--- src/rtl/obs_pkg.sv ---
package obs_pkg;

    typedef enum logic {
        SRC_OTQ = 1'b0,
        SRC_RDQ = 1'b1
    } iss_src_e;

    typedef enum logic {
        BST_IDLE = 1'b0,
        BST_RUN  = 1'b1
    } bst_state_e;

endpackage

--- src/rtl/obs_rdq.sv ---
module obs_rdq #(
    parameter int unsigned ADDR_W = 32,
    parameter int unsigned DEPTH  = 4
) (
    input  logic              clk,
    input  logic              rst_n,
    input  logic              push_i,
    input  logic [ADDR_W-1:0] push_addr_i,
    input  logic              push_got_i,
    input  logic              pop_i,
    output logic [ADDR_W-1:0] head_addr_o,
    output logic              head_got_o,
    output logic              empty_o,
    output logic              full_o
);
    localparam int unsigned PW = (DEPTH > 1) ? $clog2(DEPTH) : 1;
    localparam int unsigned CW = $clog2(DEPTH + 1);

    typedef struct packed {
        logic [DEPTH-1:0][ADDR_W-1:0] addr;
        logic [DEPTH-1:0]             got;
        logic [PW-1:0]                rd;
        logic [PW-1:0]                wr;
        logic [CW-1:0]                cnt;
    } rdq_st_t;

    rdq_st_t st_d, st_q;

    function automatic logic [PW-1:0] wrap_inc(input logic [PW-1:0] p);
        return (p == PW'(DEPTH - 1)) ? '0 : p + PW'(1);
    endfunction

    always_comb begin
        st_d = st_q;
        if (push_i) begin
            st_d.addr[st_q.wr] = push_addr_i;
            st_d.got[st_q.wr]  = push_got_i;
            st_d.wr            = wrap_inc(st_q.wr);
        end
        if (pop_i) begin
            st_d.rd = wrap_inc(st_q.rd);
        end
        case ({push_i, pop_i})
            2'b10:   st_d.cnt = st_q.cnt + CW'(1);
            2'b01:   st_d.cnt = st_q.cnt - CW'(1);
            default: st_d.cnt = st_q.cnt;
        endcase
    end

    always_ff @(posedge clk) begin
        if (!rst_n) begin
            st_q <= '0;
        end else begin
            st_q <= st_d;
        end
    end

    assign head_addr_o = st_q.addr[st_q.rd];
    assign head_got_o  = st_q.got[st_q.rd];
    assign empty_o     = (st_q.cnt == '0);
    assign full_o      = (st_q.cnt == CW'(DEPTH));

    AST_RDQ_NO_OVERFLOW: assert property (@(posedge clk) disable iff (!rst_n)
        (push_i && !pop_i) |-> !full_o);
    AST_RDQ_NO_UNDERFLOW: assert property (@(posedge clk) disable iff (!rst_n)
        pop_i |-> !empty_o);

endmodule

--- src/rtl/obs_rr.sv ---
module obs_rr (
    input  logic clk,
    input  logic rst_n,
    input  logic adv_i,
    output logic prefer_rd_o
);
    typedef struct packed {
        logic prefer_rd;
    } rr_st_t;

    rr_st_t st_d, st_q;

    always_comb begin
        st_d = st_q;
        if (adv_i) begin
            st_d.prefer_rd = !st_q.prefer_rd;
        end
    end

    always_ff @(posedge clk) begin
        if (!rst_n) begin
            st_q <= '0;
        end else begin
            st_q <= st_d;
        end
    end

    assign prefer_rd_o = st_q.prefer_rd;

    AST_RR_HOLDS_IDLE: assert property (@(posedge clk) disable iff (!rst_n)
        !adv_i |=> $stable(prefer_rd_o));

endmodule

--- src/rtl/obs_burst.sv ---
module obs_burst
    import obs_pkg::*;
(
    input  logic clk,
    input  logic rst_n,
    input  logic start_i,
    input  logic line_end_i,
    input  logic mlt_i,
    input  logic rdq_busy_i,
    output logic active_o,
    output logic cont_o,
    output logic stop_o
);
    typedef struct packed {
        bst_state_e state;
        logic       cont;
        logic       stop;
    } bst_st_t;

    bst_st_t st_d, st_q;

    always_comb begin
        st_d      = st_q;
        st_d.cont = 1'b0;
        st_d.stop = 1'b0;
        case (st_q.state)
            BST_IDLE: begin
                if (start_i) begin
                    st_d.state = BST_RUN;
                end
            end
            BST_RUN: begin
                if (mlt_i) begin
                    st_d.stop  = 1'b1;
                    st_d.state = BST_IDLE;
                end else if (line_end_i) begin
                    if (rdq_busy_i) begin
                        st_d.stop  = 1'b1;
                        st_d.state = BST_IDLE;
                    end else begin
                        st_d.cont = 1'b1;
                    end
                end
            end
            default: st_d.state = BST_IDLE;
        endcase
    end

    always_ff @(posedge clk) begin
        if (!rst_n) begin
            st_q <= '{state: BST_IDLE, cont: 1'b0, stop: 1'b0};
        end else begin
            st_q <= st_d;
        end
    end

    assign active_o = (st_q.state == BST_RUN);
    assign cont_o   = st_q.cont;
    assign stop_o   = st_q.stop;

    AST_NO_START_IN_BURST: assert property (@(posedge clk) disable iff (!rst_n)
        active_o |-> !start_i);
    AST_CONT_KEEPS_BURST: assert property (@(posedge clk) disable iff (!rst_n)
        cont_o |-> active_o);
    AST_CONT_NEEDS_CLEAR: assert property (@(posedge clk) disable iff (!rst_n)
        cont_o |-> ($past(!rdq_busy_i) && $past(!mlt_i)));
    AST_STOP_ENDS_BURST: assert property (@(posedge clk) disable iff (!rst_n)
        stop_o |-> !active_o);

endmodule

--- src/rtl/ob_txn_sched.sv ---
module ob_txn_sched
    import obs_pkg::*;
#(
    parameter int unsigned ADDR_W    = 32,
    parameter int unsigned RDQ_DEPTH = 4
) (
    input  logic              clk,
    input  logic              rst_n,
    input  logic              bus_grant_i,
    input  logic              mst_idle_i,
    input  logic              otq_valid_i,
    input  logic              otq_write_i,
    input  logic [ADDR_W-1:0] otq_addr_i,
    output logic              otq_ready_o,
    input  logic              fill_valid_i,
    input  logic [ADDR_W-1:0] fill_addr_i,
    input  logic              fill_got_i,
    output logic              fill_ready_o,
    input  logic              line_end_i,
    input  logic              mlt_expired_i,
    output logic              iss_valid_o,
    output logic              iss_write_o,
    output logic [ADDR_W-1:0] iss_addr_o,
    output logic              iss_from_rdq_o,
    output logic              iss_got_o,
    output logic              wr_cont_o,
    output logic              wr_stop_o
);
    typedef struct packed {
        logic              valid;
        logic              write;
        logic [ADDR_W-1:0] addr;
        iss_src_e          src;
        logic              got;
    } iss_st_t;

    iss_st_t iss_d, iss_q;

    logic              rdq_push, rdq_pop, rdq_empty, rdq_full;
    logic [ADDR_W-1:0] rdq_push_addr, rdq_head_addr;
    logic              rdq_push_got, rdq_head_got;
    logic              int_push, int_got;
    logic [ADDR_W-1:0] int_addr;
    logic              otq_rdy, fill_rdy;
    logic              can_dec, rd_avail, take_otq, take_rdq;
    logic              rr_adv, prefer_rd;
    logic              burst_start, burst_active;

    // Selection policy
    always_comb begin
        iss_d       = iss_q;
        iss_d.valid = 1'b0;
        take_otq    = 1'b0;
        take_rdq    = 1'b0;
        otq_rdy     = 1'b0;
        int_push    = 1'b0;
        int_addr    = otq_addr_i;
        int_got     = 1'b0;
        rr_adv      = 1'b0;
        can_dec     = bus_grant_i && mst_idle_i && !burst_active;
        rd_avail    = !rdq_empty;

        if (can_dec) begin
            if (otq_valid_i && !rd_avail) begin
                take_otq = 1'b1;
            end else if (otq_valid_i && otq_write_i) begin
                rr_adv = 1'b1;
                if (prefer_rd) begin
                    take_rdq = 1'b1;
                end else begin
                    take_otq = 1'b1;
                end
            end else if (otq_valid_i) begin
                if (rdq_head_got) begin
                    take_rdq = 1'b1;
                    if (!rdq_full) begin
                        otq_rdy  = 1'b1;
                        int_push = 1'b1;
                        int_addr = otq_addr_i;
                        int_got  = 1'b0;
                    end
                end else begin
                    take_otq = 1'b1;
                    int_push = 1'b1;
                    int_addr = rdq_head_addr;
                    int_got  = rdq_head_got;
                end
            end else if (rd_avail) begin
                take_rdq = 1'b1;
            end
        end

        if (take_otq) begin
            otq_rdy     = 1'b1;
            iss_d.valid = 1'b1;
            iss_d.write = otq_write_i;
            iss_d.addr  = otq_addr_i;
            iss_d.src   = SRC_OTQ;
            iss_d.got   = 1'b0;
        end else if (take_rdq) begin
            iss_d.valid = 1'b1;
            iss_d.write = 1'b0;
            iss_d.addr  = rdq_head_addr;
            iss_d.src   = SRC_RDQ;
            iss_d.got   = rdq_head_got;
        end
    end

    // Pending-queue write port: internal moves first, then the fill port
    always_comb begin
        rdq_pop       = take_rdq || (take_otq && int_push);
        fill_rdy      = !rdq_full && !int_push;
        rdq_push      = int_push || (fill_valid_i && fill_rdy);
        rdq_push_addr = int_push ? int_addr : fill_addr_i;
        rdq_push_got  = int_push ? int_got : fill_got_i;
        burst_start   = take_otq && otq_write_i;
    end

    always_ff @(posedge clk) begin
        if (!rst_n) begin
            iss_q <= '{valid: 1'b0, write: 1'b0, addr: '0, src: SRC_OTQ, got: 1'b0};
        end else begin
            iss_q <= iss_d;
        end
    end

    obs_rdq #(
        .ADDR_W (ADDR_W),
        .DEPTH  (RDQ_DEPTH)
    ) u_rdq (
        .clk         (clk),
        .rst_n       (rst_n),
        .push_i      (rdq_push),
        .push_addr_i (rdq_push_addr),
        .push_got_i  (rdq_push_got),
        .pop_i       (rdq_pop),
        .head_addr_o (rdq_head_addr),
        .head_got_o  (rdq_head_got),
        .empty_o     (rdq_empty),
        .full_o      (rdq_full)
    );

    obs_rr u_rr (
        .clk         (clk),
        .rst_n       (rst_n),
        .adv_i       (rr_adv),
        .prefer_rd_o (prefer_rd)
    );

    obs_burst u_burst (
        .clk        (clk),
        .rst_n      (rst_n),
        .start_i    (burst_start),
        .line_end_i (line_end_i),
        .mlt_i      (mlt_expired_i),
        .rdq_busy_i (!rdq_empty),
        .active_o   (burst_active),
        .cont_o     (wr_cont_o),
        .stop_o     (wr_stop_o)
    );

    assign otq_ready_o    = otq_rdy;
    assign fill_ready_o   = fill_rdy;
    assign iss_valid_o    = iss_q.valid;
    assign iss_write_o    = iss_q.write;
    assign iss_addr_o     = iss_q.addr;
    assign iss_from_rdq_o = (iss_q.src == SRC_RDQ);
    assign iss_got_o      = iss_q.got;

    AST_ISSUE_GATED: assert property (@(posedge clk) disable iff (!rst_n)
        iss_valid_o |-> $past(bus_grant_i && mst_idle_i));
    AST_OTQ_HANDSHAKE: assert property (@(posedge clk) disable iff (!rst_n)
        otq_ready_o |-> otq_valid_i);
    AST_WRITE_OPENS_BURST: assert property (@(posedge clk) disable iff (!rst_n)
        (iss_valid_o && iss_write_o) |-> burst_active);
    AST_NO_DECISION_IN_BURST: assert property (@(posedge clk) disable iff (!rst_n)
        burst_active |-> (!otq_ready_o && !rdq_pop));
    AST_FULL_STALLS_READ: assert property (@(posedge clk) disable iff (!rst_n)
        (otq_ready_o && !otq_write_i && !rdq_empty && rdq_head_got) |-> !rdq_full);

endmodule

--- config.mk ---
export PLATFORM = sky130hd
export DESIGN_NAME = ob_txn_sched
export DESIGN_NICKNAME = d
export VERILOG_FILES = /design/src/rtl/obs_pkg.sv /design/src/rtl/obs_rdq.sv /design/src/rtl/obs_rr.sv /design/src/rtl/obs_burst.sv /design/src/rtl/ob_txn_sched.sv
export SDC_FILE = /design/constraint.sdc
export NUM_CORES = 1
export LEC_CHECK = 0
export BUFFER_PORTS_ARGS = -buffer_cell sky130_fd_sc_hd__buf_2
export CORE_MARGIN = 4
export CORE_UTILIZATION = 58
export CTS_CLUSTER_DIAMETER = 200
export DETAILED_ROUTE_END_ITERATION = 8
export HOLD_SLACK_MARGIN = 0.03
export PLACE_DENSITY = 0.8
export SETUP_SLACK_MARGIN = 0.05
export SLEW_MARGIN = 15
export SYNTH_ARGS = -nofsm -noshare
export SYNTH_HDL_FRONTEND = slang
export SYNTH_SLANG_ARGS = --single-unit
--- constraint.sdc ---
create_clock -name clk -period 3.49 [get_ports clk]
set_input_delay 0.1745 -clock clk [delete_from_list [all_inputs] [get_ports clk]]
set_output_delay 0.1745 -clock clk [all_outputs]
set_load 0.03 [all_outputs]
# Word-level counts from Yosys, hierarchy flattened
# Cells that the tools add are included.
# totals
ff_bits,179
out_inout_bits,40
elab_cells,109
# op_classes
n_addsub,4
order_cmp,3
n_eq_ne,5
n_mux,56
bitwise_logic,3
reduce_logical,21
# ops
cell,n
$mux 32,8
$bwmux 128,1
$mux 36,2
$bmux 32 s2,1
$demux 32 s2,1
$mux 1,35
$logic_and 1x1->1,9
$eq 2x2->1 const B,3
$lt 2x3->1 const B,2
$pmux 3 s2,1
$add 2x1->2 const B,2
$bwmux 4,1
$logic_not 1->1,4
$mux 2,2
$reduce_bool 2->1,2
$reduce_or 4->1,1
$add 3x1->3 const B,1
$eq 3x3->1 const B,1
$logic_not 3->1,1
$mux 3,1
$not 1->1,3
$sub 3x1->3 const B,1
$bmux 1 s2,1
$demux 1 s2,1
other kinds (6),7

# Logic depth before layout (Yosys ltp)
# Gate-level depths: netlist of run 1.
# depth
ltp_word,13
depth_mapped,13
mapped_depth_nobuf,10

# By module
# From an unflattened synthesis of run 1, not the netlist that was laid out.
# unflattened
hier_cells,1015
hier_area_um2,9300.2
# modules_own_cells
module,instances,cells_per_inst,area_each_um2,seq_area_each_um2
obs_rdq,1,662,6160.9,2782.7
ob_txn_sched,1,341,2999.1,720.7
obs_burst,1,9,105.1,60.1
obs_rr,1,3,35.0,20.0

# Worst setup path before layout of run 1
# No wires, ideal clock.
# synth_timing
path_kind,register to register
start,reg u_rdq.st_q[5] (netlist bit)
end,reg u_rdq.st_q[2] (netlist bit)
arrival_time_ns,2.680
required_time_ns,3.414
slack_ns,0.734
stages_incl_launch_ff,12
n_path_buf,2
synth_period_minus_slack_ns,2.756
path_cell_list,dfxtp_1 > buf_6 > mux4_2 > clkbuf_1 > nor2_1 > or2_2 > ha_1 > inv_1 > fa_1 > xor2_1 > or3_1 > a21boi_0
# synth_between
word_cells_on_any_way,27
# synth_rtl
item,line,rtl
"start, declared",obs_rdq.sv:27,"rdq_st_t st_d, st_q;"
"start signal, assigned",obs_rdq.sv:54,st_q <= st_d;
$bmux 1 s2 (*),obs_rdq.sv:59,assign head_got_o = st_q.got[st_q.rd];
$mux 1 (not written as such) (*),obs_rdq.sv:59,
$mux 1,ob_txn_sched.sv:74,if (rdq_head_got) begin
$mux 1,ob_txn_sched.sv:73,end else if (otq_valid_i) begin
$mux 1,ob_txn_sched.sv:66,end else if (otq_valid_i && otq_write_i) begin
$mux 1,ob_txn_sched.sv:64,if (otq_valid_i && !rd_avail) begin
$mux 1,ob_txn_sched.sv:63,if (can_dec) begin
$logic_and 1x1->1,ob_txn_sched.sv:111,rdq_pop = take_rdq || (take_otq && int_push);
$logic_or 1x1->1 (*),ob_txn_sched.sv:111,
named net rdq_pop,ob_txn_sched.sv:39,"logic rdq_push, rdq_pop, rdq_empty, rdq_full;"
$eq 2x1->1 / $eq 2x2->1 (equally long branches),obs_rdq.sv:43,"case ({push_i, pop_i})"
$pmux 3 s2 / $reduce_bool 2->1 (equally long branches),-,
# Mark *: on every way through the listed nets, which the timed path passes. The rest lies on a longest branch. The select of a mux whose other input is x is not followed.
# A chain may end at the register's enable or synchronous reset.

# Worst setup path after layout of run 1
# layout_timing
start,reg u_rdq.st_q[0] (netlist bit)
end,reg u_rdq.st_q[43] (netlist bit)
# layout_between
elab_chain_cells,11
word_cells_on_any_way,18
# layout_rtl
item,line,rtl
$eq 3x3->1,obs_rdq.sv:61,assign full_o = (st_q.cnt == CW'(DEPTH));
$mux 1,ob_txn_sched.sv:76,if (!rdq_full) begin
$mux 1,ob_txn_sched.sv:74,
$mux 1,ob_txn_sched.sv:73,
$mux 1,ob_txn_sched.sv:66,
$mux 1,ob_txn_sched.sv:64,
$mux 1,ob_txn_sched.sv:63,
$logic_not 1->1,ob_txn_sched.sv:112,fill_rdy = !rdq_full && !int_push;
$logic_and 1x1->1,ob_txn_sched.sv:112,
$logic_and 1x1->1,ob_txn_sched.sv:113,rdq_push = int_push || (fill_valid_i && fill_rdy);
$logic_or 1x1->1,ob_txn_sched.sv:113,
# Parallel ways exist; a longest one is shown, timed or not.

==> results.cfg, run 1 <==
[cells_and_area]
final_common_cell = a21oi_1
drive_gt1_share_pct = 24.95
nNetsFinal = 1022
layout.cells.non_filler = 1134
layout_common_cells = 195 x a21oi_1, 177 x dfxtp_1, 124 x o21ai_0, 112 x buf_2, 40 x o21ai_1
insertedDiodeCount = 0
areaGrowthSynthToFinish_pct = 13.80

[yosys]
synth_top_family_by_area = compound AO/OA/AOI/OAI gates
yosys_warnings = 0
synth_edf_count = 0
yosys-mux-area-fraction_pct = 13.39
synth_ff_type = dfxtp_1
synth_compound_area_share_pct = 26.99
ys_seq_elements = 179
synthSimpleGateAreaFrac_pct = 8.486
ys_seq_area_share_pct = 43.48
synthXorXnorAreaFrac_pct = 0.3188
yosysUniqueCellTypes = 44
synthArstFlopShare_pct = 0
synth_area_per_cell_sq_um = 9.376
synth_adder_area_share_pct = 1.154
syn_nets = 960
syn_inst = 879
synth_area_sq_um = 8242

[power]
p_leak_nw = 3.504
powerDensity_nw_per_um2 = 570.9
irDropWorstVdd_uv = 358.4

[global_routing]
grt_overflow = 0
grt_max_degree = 125
grt.busiest_layer = met2
grt_util_met1_pct = 31.73
grt_use_met2_pct = 39.17
antenna_found_initial = 0
grt_pass1_vias = 6401
grt_pass1_wl_um = 31530
track_usage_pct = 23.89
groute.layer.met3.usage_pct = 4.640

[cts]
cts-root-buf = clkbuf_16
cts_buffers = 17
clk_pin_slew_ns = 0.06
cts_sinks = 179
cts_tree = built
clock_path_buffers = 2
h-tree-depth = 4
post_cts_buffers = 0
cts_resized = 0
clk_latency_ns = 0.43

[floorplan]
num_io_pins = 114
core_sq_um = 13880
die_h_um = 127.2
initial_core_util_pct = 59.37
rows = 43
fp.dieArea_sq_um = 16180
die_x_um = 127.2

[worst_setup_path]
crit_required_ns = 3.84
worstPathArrival_ns = 3.06
worstPathMaxFanout = 36
start_kind = flop
endpoint_kind = flop
path_class = reg2reg

[timing]
rsz0062_at_grt = no
period_minus_slack_ns = 2.709
fmax_mhz = 369.1
post-route-period-util_pct = 77.63
clock_skew_ns = 0.007823
drv_slew = 0
setup-tns-final_ns = 0
worstMarginPinSlew_ns = 1.038
max_slew_margin_pct = 30.83
setup_viol = 0
hold_viol = 0

[placed_design]
io_buffer_count = 113
dpl.cell_count = 1098
gp_congestion = 0.7761
place_hpwl_um = 11740

[detailed_routing]
viasPerCell = 5.946
wl_um = 19360
drtPass1Iterations = 5
drcViolationCount = 0
via_count = 6743
drtIter0Drc = 574
wl_per_cell_um = 17.07
ant_nets = 0

[min_path]
hp-class = in2reg

[job]
max-cap-violations = 0

[outcome]
status = finished, final reports clean
==> layer usage <==
layer | part of all wire [%] | routed length (um) | vias up
li1 | - | - | 3327
met1 | 44 | 8552 | 3164
met2 | 48 | 9366 | 223
met3 | 5.8 | 1120 | 29
met4 | 1.7 | 320 | 0
met5 | 0 | 0 | -
==> power breakdown <==
group	switching [W]	internal, W
Clock	0.000804	0.00122
Sequential	0.000101	0.00223
Combinational	0.000607	0.000394
==> critical path, stage by stage, from the launching register on <==
cell and delay (ns):
dfxtp_1 0.38, nor4b_1 0.46, or3_1 0.21, buf_4 0.41, nand2b_4 0.69, a21oi_1 0.28, a21oi_1 0.20
==> final timing paths <==
kind                  startpoint        endpoint  slack, ns  cells past startpoint
hold / removal    otq_addr_i[18]  iss_addr_o[18]       0.04                      3
setup / recovery   u_rdq.st_q[0]  u_rdq.st_q[43]       0.78                      6
hold reg to reg      iss_write_o     iss_write_o       0.46                      2
setup reg to reg   u_rdq.st_q[0]  u_rdq.st_q[43]       0.78                      6
==> logic make-up (layout without fill, tap and decap cells) <==
| kind of cell | count (synthesis) | count (layout) |
|---|---|---|
| flip-flops | 179 | 179 |
| AND/OR/NAND/NOR | 121 | 121 |
| buffers and inverters | 94 | 169 |
| XOR/XNOR | 3 | 3 |
| adder cells (fa/ha/maj) | 7 | 7 |
| multiplexers | 69 | 69 |
| AO/OA/AOI/OAI | 406 | 406 |
==> stage by stage <==
step / setup slack, ns / hold WS [ns] / cell area (sq um) / total power, W / utilization [%]
after global routing: 0.6570 / 0.03367 / 9379 / 0.005569 / 67.57
after global placement: 1.015 / 0.3557 / 8713 / 0.003333 / 62.77
final: 0.7807 / 0.04121 / 9379 / 0.005354 / 67.57
after CTS: 0.8363 / 0.03157 / 9379 / 0.005364 / 67.57
after detailed placement: 0.9323 / 0.3574 / 8713 / 0.003363 / 62.77
after floorplan: 0.7343 / 0.2512 / 8242 / 0.003119 / -
==> registers in the layout, indices dropped and copies added, names as in the netlist <==
register	cells
u_burst.cont_o	1
iss_write_o	1
iss_valid_o	1
iss_from_rdq_o	1
u_burst.active_o	1
u_rr.prefer_rd_o	1
iss_got_o	1
iss_addr_o	32
u_burst.stop_o	1
u_rdq.st_q	139
==> repair_timing <==
item,in CTS,in global routing
endpoints found under the hold margin,5,0
hold buffers,4,0
endpoints found under the setup margin,0,0
==> final cells by class <==
class,count,area [sq um]
well taps,180,225.2
flip-flops and latches,179,3586
multi-input cells,606,4156
inverters,6,22.52
clock buffers,19,442.9
clock inverters,13,182.7
fillers,1041,4502
repair buffers,131,763.2
==> cell usage after synthesis, drive strengths merged, types with 2 or more instances <==
master,number,area share [%]
a21oi,226,16
dfxtp,179,43
o21ai,164,10
buf,51,4.2
nand2b,39,3.1
clkbuf,37,1.7
nand3,37,2.2
mux2i,36,4.4
mux4,33,9.0
nand2,14,0.73
nor2,7,0.32
ha,6,0.91
inv,6,0.27
a21boi,5,0.46
and2,4,0.30
and3,4,0.30
nor3,4,0.24
o21a,3,0.27
or3,3,0.23
nor2b,2,0.15
nor4b,2,0.21
o211ai,2,0.18
o22ai,2,0.23
or2,2,0.15
xnor2,2,0.21
No activity file was read; power rests on OpenSTA's default activity.
==> run 2, diff against run 1 <==
clock period = 2.52 ns   (was 3.49 ns; I/O delays follow)
==> run 2 against run 1 <==
Routed wire length rose by 13%. Power rose by 41%. Worst hold slack improved by 0.0014 ns. Utilization rose by 5.7 points. Via count rose by 9.1%. Die area did not move. Register-to-register slack got worse by 0.70 ns. Clock power rose by 35%. Clock skew rose by 0.0022 ns. Fmax rose by 11%. Critical path type unchanged. Largest cell class unchanged. Highest routed layer unchanged.
==> results.cfg, run 2 (synthesized netlist as in run 1, its figures left out) <==
[floorplan]
fp.dieArea_sq_um = 16180
die_h_um = 127.2
die_x_um = 127.2
core_sq_um = 13880
initial_core_util_pct = 59.37
num_io_pins = 114
rows = 43

[timing]
clock_skew_ns = 0.01006
fmax_mhz = 410.3
drv_slew = 0
period_minus_slack_ns = 2.437
setup_viol = 0
hold_viol = 0
post-route-period-util_pct = 96.71
max_slew_margin_pct = 49.94
rsz0062_at_grt = yes
worstMarginPinSlew_ns = 0.7509

[global_routing]
grt_pass1_wl_um = 35300
antenna_found_initial = 0
track_usage_pct = 26.83
grt_max_degree = 85
grt_pass1_vias = 7184
grt_overflow = 0

[job]
max-cap-violations = 0

[cells_and_area]
final_area_sq_um = 10170
areaGrowthSynthToFinish_pct = 23.43
nNetsFinal = 1094
final_common_cell = a21oi_1
register_area_sq_um = 3592
top_register = u_rdq.st_q
multi_input_area_sq_um = 4217
nFillCells = 930
layout_common_cells = 195 x a21oi_1, 176 x dfxtp_1, 124 x o21ai_0, 112 x buf_2, 61 x dlygate4sd3_1
largest_reg_flops = 139
insertedDiodeCount = 0
drive_gt1_share_pct = 25.17
layout.cells.non_filler = 1205

[worst_setup_path]
crit_chain = buf_6 -> or2_4 -> o22ai_4 -> o21a_2 -> or2_4 -> ha_4 -> inv_2 -> fa_2 -> xor2_1 -> or3_1 -> a21boi_1
crit_required_ns = 2.87
endpoint_kind = flop
critical_path.max_stage_delay_ns = 0.36
path_class = reg2reg
worstPathArrival_ns = 2.79
cp_slowest_cell = dfxtp_4
start_kind = flop
worst_path_most_repeated_cell = or2_4
worstPathMaxFanout = 6

[power]
p_leak_nw = 3.829
irDropWorstVdd_uv = 541.1
powerDensity_nw_per_um2 = 742.0

[placed_design]
gp_congestion = 0.7967
dpl_cell_area_sq_um = 8894
place_hpwl_um = 12570
io_buffer_count = 113
dpl.cell_count = 1110

[cts]
clock_path_buffers = 2
cts_tree = built
clk_latency_ns = 0.43
clk_pin_slew_ns = 0.06
cts-root-buf = clkbuf_16
cts_buffers = 17
cts_sinks = 179
h-tree-depth = 4

[detailed_routing]
drtPass1Iterations = 5
drcViolationCount = 0
ant_nets = 0
drtIter0Drc = 736
wl_per_cell_um = 18.13
wl_um = 21850
via_count = 7356
viasPerCell = 6.105

[min_path]
hp-class = in2reg

[outcome]
status = finished, final reports clean
-- run 2: metrics by stage --
| stage | hold slack, ns | worst slack (ns) | util (%) | setup TNS, ns | total power [W] |
|---|---|---|---|---|---|
| 2_1_floorplan | 0.2027 | -0.0006983 | - | -0.0006983 | 0.004333 |
| 3_5_place_dp | 0.3186 | 0.1174 | 64.07 | 0 | 0.004734 |
| 4_1_cts | 0.03184 | 0.07187 | 72.82 | 0 | 0.007506 |
| 3_3_place_gp | 0.3124 | 0.1544 | 64.07 | 0 | 0.004690 |
| 5_1_grt | 0.05128 | -0.007628 | 73.28 | -0.007628 | 0.007829 |
| 6_report | 0.04265 | 0.08303 | 73.28 | 0 | 0.007547 |
-- run 2: worst paths after layout --
| check | startpoint | end | slack, ns | depth (start not counted) |
|---|---|---|---|---|
| max | u_rdq.st_q[5] | u_rdq.st_q[2] | 0.08 | 11 |
| max reg2reg | u_rdq.st_q[5] | u_rdq.st_q[2] | 0.08 | 11 |
| min | otq_write_i | iss_write_o | 0.04 | 3 |
| min reg2reg | iss_write_o | iss_write_o | 0.46 | 2 |
-- run 2: final cells by class --
type / instances / share of cell area [%]
multi-input combinational: 606 / 41.45
clock buffer: 21 / 4.330
tap: 180 / 2.214
timing repair buffer: 203 / 14.91
clock inverter: 10 / 1.562
sequential: 179 / 35.31
inverter: 6 / 0.2214
-- run 2: routing by layer --
metal | up-vias | GRT usage, % | wire, um
li1 | 3475 | - | -
met1 | 3534 | 34.36 | 9229
met2 | 307 | 46.01 | 10960
met3 | 40 | 4.390 | 1320
met4 | 0 | 9.716 | 340
met5 | - | 0 | 0
-- run 2: worst max-delay path: cells and delay by family, from the launching register on --
family                     cells  cell delay [ns]
and+or+nand+nor                3             0.71
xor gates and xnor gates       1             0.15
AOI/OAI and AO/OA              3             0.51
buffers and inverters          2             0.18
adders and majority gates      2             0.46
DFF                            1             0.36
-- run 2: timing repair --
action                                  CTS  global route
resized for setup                         1            11
pin swaps                                 0             6
hold buffers                             61             0
endpoints found under the hold margin   110             0
endpoints found under the setup margin    1            83
buffers inserted                          0             3
cloned                                    0             0
-- run 2: power breakdown --
part / internal, W / switching [W] / total (W)
combinational: 0.000668 / 0.000912 / 0.00158
clock: 0.00165 / 0.00108 / 0.00273
sequential: 0.00309 / 0.000146 / 0.00323
total: 0.00541 / 0.00214 / 0.00755
